<file path="src/rtl/cis_tg_pkg.sv">
package cis_tg_pkg;

   // resolution captured for a line; value is the level sent to the sensor
   typedef enum logic {
      RES_LOW  = 1'b0,
      RES_HIGH = 1'b1
   } res_mode_e;

   // shortest legal line for a given active count
   function automatic int unsigned line_floor(int unsigned act, int unsigned margin);
      return act + margin;
   endfunction

endpackage

</file>
<file path="src/rtl/cis_pclk_gen.sv">
module cis_pclk_gen #(
   parameter int unsigned HALF_DIV = 32
) (
   input  logic clk,
   input  logic rst_n,
   input  logic en,
   output logic pclk,
   output logic fall_stb
);

   logic half_end;

   generate
      if (HALF_DIV == 1) begin : g_nodiv
         assign half_end = 1'b1;
      end else begin : g_div
         localparam int unsigned CW = $clog2(HALF_DIV);
         localparam logic [CW-1:0] LAST = CW'(HALF_DIV - 1);
         logic [CW-1:0] cnt;

         always_ff @(posedge clk or negedge rst_n) begin
            if (!rst_n)
               cnt <= '0;
            else if (!en || cnt == LAST)
               cnt <= '0;
            else
               cnt <= cnt + 1'b1;
         end

         assign half_end = (cnt == LAST);
      end
   endgenerate

   always_ff @(posedge clk or negedge rst_n) begin
      if (!rst_n)
         pclk <= 1'b0;
      else if (!en)
         pclk <= 1'b0;
      else if (half_end)
         pclk <= ~pclk;
   end

   // the sensor samples on the rising edge; everything else moves on the fall
   assign fall_stb = en & half_end & pclk;

endmodule

</file>
<file path="src/rtl/cis_line_seq.sv">
module cis_line_seq
   import cis_tg_pkg::*;
#(
   parameter int unsigned ACT_HI  = 5160,
   parameter int unsigned ACT_LO  = 2580,
   parameter int unsigned MARGIN  = 150,
   parameter int unsigned MAX_LEN = 40000,
   parameter int unsigned LEN_W   = 16
) (
   input  logic             clk,
   input  logic             rst_n,
   input  logic             en,
   input  logic             fall_stb,
   input  logic             res_hi,
   input  logic [LEN_W-1:0] line_len,
   output logic             sp,
   output logic [LEN_W-1:0] pos,
   output res_mode_e        res_q,
   output logic             over_q
);

   localparam logic [LEN_W-1:0] FLOOR_HI = LEN_W'(line_floor(ACT_HI, MARGIN));
   localparam logic [LEN_W-1:0] FLOOR_LO = LEN_W'(line_floor(ACT_LO, MARGIN));
   localparam logic [LEN_W-1:0] LIMIT    = LEN_W'(MAX_LEN);

   logic [LEN_W-1:0] period_q;
   logic [LEN_W-1:0] floor_v;
   logic [LEN_W-1:0] eff_v;
   logic             running;
   logic             wrap;

   assign floor_v = res_hi ? FLOOR_HI : FLOOR_LO;
   assign eff_v   = (line_len < floor_v) ? floor_v : line_len;
   assign wrap    = !running || (pos == period_q - 1'b1);

   always_ff @(posedge clk or negedge rst_n) begin
      if (!rst_n) begin
         running  <= 1'b0;
         pos      <= '0;
         sp       <= 1'b0;
         period_q <= '0;
         res_q    <= RES_LOW;
         over_q   <= 1'b0;
      end else if (!en) begin
         running <= 1'b0;
         pos     <= '0;
         sp      <= 1'b0;
      end else if (fall_stb) begin
         if (wrap) begin
            running  <= 1'b1;
            pos      <= '0;
            sp       <= 1'b1;
            period_q <= eff_v;
            res_q    <= res_mode_e'(res_hi);
            over_q   <= (line_len > LIMIT);
         end else begin
            pos <= pos + 1'b1;
            sp  <= 1'b0;
         end
      end
   end

endmodule

</file>
<file path="src/rtl/cis_pix_win.sv">
module cis_pix_win
   import cis_tg_pkg::*;
#(
   parameter int unsigned DUMMY  = 82,
   parameter int unsigned ACT_HI = 5160,
   parameter int unsigned ACT_LO = 2580,
   parameter int unsigned LEN_W  = 16,
   parameter int unsigned IDX_W  = 13
) (
   input  logic             clk,
   input  logic             rst_n,
   input  logic             fall_stb,
   input  logic [LEN_W-1:0] pos,
   input  res_mode_e        res_q,
   output logic             pix_vld,
   output logic [IDX_W-1:0] pix_idx,
   output logic             line_done
);

   localparam logic [LEN_W-1:0] FIRST   = LEN_W'(DUMMY + 1);
   localparam logic [LEN_W-1:0] LAST_HI = LEN_W'(DUMMY + ACT_HI);
   localparam logic [LEN_W-1:0] LAST_LO = LEN_W'(DUMMY + ACT_LO);

   logic [LEN_W-1:0] last_v;
   logic             in_win;

   assign last_v  = (res_q == RES_HIGH) ? LAST_HI : LAST_LO;
   assign in_win  = (pos >= FIRST) && (pos <= last_v);
   assign pix_vld = in_win;
   assign pix_idx = in_win ? IDX_W'(pos - FIRST) : '0;

   always_ff @(posedge clk or negedge rst_n) begin
      if (!rst_n)
         line_done <= 1'b0;
      else
         line_done <= fall_stb && (pos == last_v);
   end

endmodule

</file>
<file path="src/rtl/cis_line_gen.sv">
module cis_line_gen
   import cis_tg_pkg::*;
#(
   parameter int unsigned HALF_DIV    = 32,
   parameter int unsigned CHIPS       = 15,
   parameter int unsigned PIX_CHIP_HI = 344,
   parameter int unsigned PIX_CHIP_LO = 172,
   parameter int unsigned DUMMY       = 82,
   parameter int unsigned XFER        = 55,
   parameter int unsigned MARGIN      = 150,
   parameter int unsigned MAX_LEN     = 40000,
   parameter int unsigned LEN_W       = 16,
   localparam int unsigned ACT_HI     = CHIPS * PIX_CHIP_HI,
   localparam int unsigned ACT_LO     = CHIPS * PIX_CHIP_LO,
   localparam int unsigned IDX_W      = (ACT_HI > 1) ? $clog2(ACT_HI) : 1
) (
   input  logic             clk,
   input  logic             rst_n,
   input  logic             en,
   input  logic             res_hi,
   input  logic [LEN_W-1:0] line_len,
   output logic             pclk,
   output logic             sp,
   output logic             res_ctl,
   output logic             pix_vld,
   output logic [IDX_W-1:0] pix_idx,
   output logic             line_done,
   output logic             len_over
);

   generate
      if (HALF_DIV < 1) begin : g_bad_div
         $error("HALF_DIV must be at least 1");
      end
      if (DUMMY < XFER) begin : g_bad_dummy
         $error("dummy run shorter than photosite transfer");
      end
      if (MARGIN <= DUMMY) begin : g_bad_margin
         $error("MARGIN must exceed DUMMY so the window ends inside the line");
      end
      if (PIX_CHIP_LO == 0 || PIX_CHIP_LO >= PIX_CHIP_HI) begin : g_bad_modes
         $error("low-resolution count must be nonzero and below the high count");
      end
      if (LEN_W > 30 || (ACT_HI + MARGIN) >= (1 << LEN_W) || MAX_LEN >= (1 << LEN_W)) begin : g_bad_len
         $error("LEN_W too narrow for line floor or limit");
      end
      if (IDX_W > LEN_W) begin : g_bad_idx
         $error("index wider than position counter");
      end
   endgenerate

   logic             pclk_fall;
   logic [LEN_W-1:0] pos;
   res_mode_e        res_q;
   logic             over_q;

   cis_pclk_gen #(
      .HALF_DIV (HALF_DIV)
   ) u_pclk (
      .clk      (clk),
      .rst_n    (rst_n),
      .en       (en),
      .pclk     (pclk),
      .fall_stb (pclk_fall)
   );

   cis_line_seq #(
      .ACT_HI  (ACT_HI),
      .ACT_LO  (ACT_LO),
      .MARGIN  (MARGIN),
      .MAX_LEN (MAX_LEN),
      .LEN_W   (LEN_W)
   ) u_seq (
      .clk      (clk),
      .rst_n    (rst_n),
      .en       (en),
      .fall_stb (pclk_fall),
      .res_hi   (res_hi),
      .line_len (line_len),
      .sp       (sp),
      .pos      (pos),
      .res_q    (res_q),
      .over_q   (over_q)
   );

   cis_pix_win #(
      .DUMMY  (DUMMY),
      .ACT_HI (ACT_HI),
      .ACT_LO (ACT_LO),
      .LEN_W  (LEN_W),
      .IDX_W  (IDX_W)
   ) u_win (
      .clk       (clk),
      .rst_n     (rst_n),
      .fall_stb  (pclk_fall),
      .pos       (pos),
      .res_q     (res_q),
      .pix_vld   (pix_vld),
      .pix_idx   (pix_idx),
      .line_done (line_done)
   );

   assign res_ctl  = (res_q == RES_HIGH);
   assign len_over = over_q;

endmodule

</file>
<file path="config.mk">
export PLATFORM = sky130hd
export DESIGN_NAME = cis_line_gen
export DESIGN_NICKNAME = d
export VERILOG_FILES = /design/src/rtl/cis_tg_pkg.sv /design/src/rtl/cis_pclk_gen.sv /design/src/rtl/cis_line_seq.sv /design/src/rtl/cis_pix_win.sv /design/src/rtl/cis_line_gen.sv
export SDC_FILE = /design/constraint.sdc
export NUM_CORES = 1
export LEC_CHECK = 0
export ABC_AREA = 1
export BUFFER_PORTS_ARGS = -buffer_cell sky130_fd_sc_hd__clkbuf_2
export CAP_MARGIN = 25
export CORE_MARGIN = 2
export CORE_UTILIZATION = 40
export DETAILED_ROUTE_END_ITERATION = 7
export SKIP_CTS_REPAIR_TIMING = 1
export SLEW_MARGIN = 20
export SYNTH_ARGS = -nofsm -noshare
export SYNTH_HDL_FRONTEND = slang
export SYNTH_HIERARCHICAL = 1
export SYNTH_SLANG_ARGS = --single-unit
</file>
<file path="constraint.sdc">
create_clock -name clk -period 1.9 [get_ports clk]
set_input_delay 0.38 -clock clk [delete_from_list [all_inputs] [get_ports clk]]
set_output_delay 0.38 -clock clk [all_outputs]
set_load 0.02 [all_outputs]
</file>
==> results.json <==
{
  "fmax_mhz": 414.7,
  "pre_cts_ws_ns": -0.2136,
  "status": "finished with violations",
  "setup_tns_ns": -10.87,
  "clkLatencyLatePin_ns": 0.31,
  "power.density_nw_per_um2": 338.6,
  "die_x_um": 99.05,
  "rsz0062_at_grt": "yes",
  "synth_seq_cells": 43,
  "cts_sinks": 43,
  "areaGrowthSynthToFinish_pct": 45.98,
  "violations": "negative setup slack",
  "ys_seq_area_frac": 0.2978,
  "die_area_um2": 9810,
  "antenna_found_initial": 0,
  "port_buffers": 38,
  "postLayoutCoreUtil": 0.6049,
  "final.period_utilization": 1.269,
  "maxCapViolations": 0,
  "ys_types": 34,
  "path_class": "flip-flop to output port",
  "wl_met3_um": 368,
  "n_antenna_cell": 0,
  "vias": 3807,
  "highest_layer": "met4",
  "endpoint_kind": "output port",
  "drc": 0,
  "gr-total-overflow": 0,
  "crit_start": "u_seq/res_q$_DFFE_PN0P_",
  "hold_ws_ns": 0.003092,
  "syn_nets": 584,
  "cts_max_path_buffers": 2,
  "grt_pass1_vias": 3528,
  "slew_headroom": 0.7033,
  "route.met2.wl_um": 5516,
  "netlist_area_um2": 3613,
  "critPathArrivalTime_ns": 2.03,
  "dpl_cell_area_um2": 4463,
  "grt_usage": 0.1907,
  "hp-class": "input port to asynchronous set/reset pin",
  "wl_per_cell_um": 13.14,
  "period_needed_ns": 2.411,
  "htree_num_levels": 2,
  "grt_first_pass_wirelength_um": 15400,
  "numCtsBuffers": 5,
  "detail_route.vias_per_cell": 4.944,
  "fillers": 809,
  "core_area_um2": 8721,
  "yosys_warnings": 6,
  "drt_iter0_drc": 174,
  "slew_violations": 0,
  "clk_pin_slew_ns": 0.09,
  "cts_tree": "yes",
  "worst_ep_required_time_ns": 1.52,
  "gp_congestion": 0.8344,
  "wl_met1_um": 4095,
  "r2r-start": "u_seq/period_q[1]$_DFFE_PN0P_",
  "drive_gt1_frac": 0.3520,
  "totalWireLength_um": 10120,
  "layout.cells.non_filler": 770,
  "die_y_um": 99.05,
  "ctsRootBufferMaster": "clkbuf_8",
  "ir_worst_vdd_uv": 249.0,
  "start_kind": "flip-flop",
  "clock_skew_ns": 0.01346,
  "dpl.cell_count": 740,
  "grt_start_max_net_pins": 29,
  "ant_nets": 0,
  "hold_viol_final": 0,
  "ios": 39,
  "post-route-cell-area_um2": 5275,
  "finalSetupViolations": 49,
  "layout_setup_ws_ns": -0.5113,
  "crit_path_max_fanout": 14,
  "total_power_mw": 1.786,
  "worst_pin_slew_ns": 0.4451,
  "synth.avg_cell_area_um2": 6.630,
  "dpl.hpwl_um": 7288,
  "fin_nets": 700,
  "rows": 34,
  "netlist_instances": 545,
  "power.leakage_nw": 2.785,
  "first_pass_iters": 4,
  "start_util": 0.4143
}
==> per-layer routing <==
layer,vias to the layer above,track usage
met2,89,0.3649
met5,-,0
met4,0,0.06006
met3,14,0.02057
met1,1757,0.2199
li1,1947,-
==> critical path, stage by stage, from the launching register on <==
cell	delay, ns
dfrtp_2	0.43
inv_2	0.08
ha_1	0.27
nand2_1	0.05
inv_1	0.06
nand3_1	0.07
nor2_2	0.12
nand3b_1	0.10
nand2_1	0.08
nand2_2	0.06
buf_12	0.16
nor2_1	0.09
buf_4	0.14
==> placed cells by master, fill, tap and decap left out, types with 13 or more instances in the layout <==
cell type / n
a21oi_2: 13
buf_4: 66
buf_6: 19
clkbuf_2: 25
dfrtp_1: 41
ha_1: 16
inv_1: 59
nand2_1: 163
nand2_2: 13
nand3_1: 27
nand3_2: 15
nor2_1: 44
nor2_4: 19
xor2_1: 24
==> final timing paths <==
| path | endpoint | slack (ns) | cells past startpoint |
|---|---|---|---|
| max in group asynchronous | u_seq/pos[10]$_DFFE_PN0P_ | 1.40 | 2 |
| worst min register to register | u_seq/over_q$_DFFE_PN0P_ | 0.50 | 2 |
| worst max register to register | u_seq/period_q[0]$_DFFE_PN0P_ | -0.22 | 16 |
| min in group clk | u_seq/period_q[13]$_DFFE_PN0P_ | 0.33 | 3 |
| worst max-delay path | pix_idx[2] | -0.51 | 12 |
| worst min-delay path | u_seq/period_q[3]$_DFFE_PN0P_ | 0.003 | 1 |
==> layout make-up <==
class                   count  area (um2)  area share
clock buffers               5       68.82     0.01305
clock inverters             3       26.28    0.004981
inverters                  69       266.5     0.05052
multi-input cells         424        2695      0.5109
flip-flops and latches     43        1079      0.2045
well taps                 108       135.1     0.02562
repair buffers            118        1005      0.1905
==> report_power, final <==
part           internal (mW)  leakage (nW)  switching, mW
logic                 0.0902          2.14          0.124
clock network          0.274        0.0495          0.371
registers              0.921         0.595        0.00516
total                   1.29          2.79          0.501
==> logic make-up after synthesis <==
logic type	after synthesis	share of synthesized area
and+or+nand+nor	331	0.4041
AOI/OAI and AO/OA	34	0.04986
adders and majority gates	19	0.06579
xor gates and xnor gates	37	0.08968
buffers and inverters	81	0.09279
DFF	43	0.2978
==> state kept, by name, summed over array words and instances (netlist names) <==
register and count:
u_win/line_done 1, u_pclk/pclk 1, u_seq/over_q 1, u_seq/pos 16
u_pclk/g_div.cnt 5, u_seq/period_q 16, u_seq/res_q 1, u_seq/sp 1
u_seq/running 1
==> synth_stat cells, drive strengths merged <==
master | n | area (um2)
a31oi | 1 | 6.260
nor3b | 1 | 7.510
xnor2 | 12 | 105.1
nand3b | 10 | 75.07
ha | 19 | 237.7
and2 | 1 | 6.260
a21oi | 23 | 115.1
dfrtp | 43 | 1076
a211oi | 1 | 7.510
a22o | 1 | 8.760
nand3 | 49 | 250.2
nor4 | 3 | 18.77
buf | 8 | 61.31
nor2 | 75 | 329.1
xor2 | 25 | 219.0
clkinv | 3 | 11.26
inv | 66 | 247.7
and3 | 1 | 6.260
nand4 | 7 | 43.79
nor3 | 4 | 20.02
or2 | 1 | 6.260
o21ai | 7 | 35.03
o211ai | 1 | 7.510
nand2 | 179 | 696.9
clkbuf | 4 | 15.01
(Power assumes the default switching activity.)
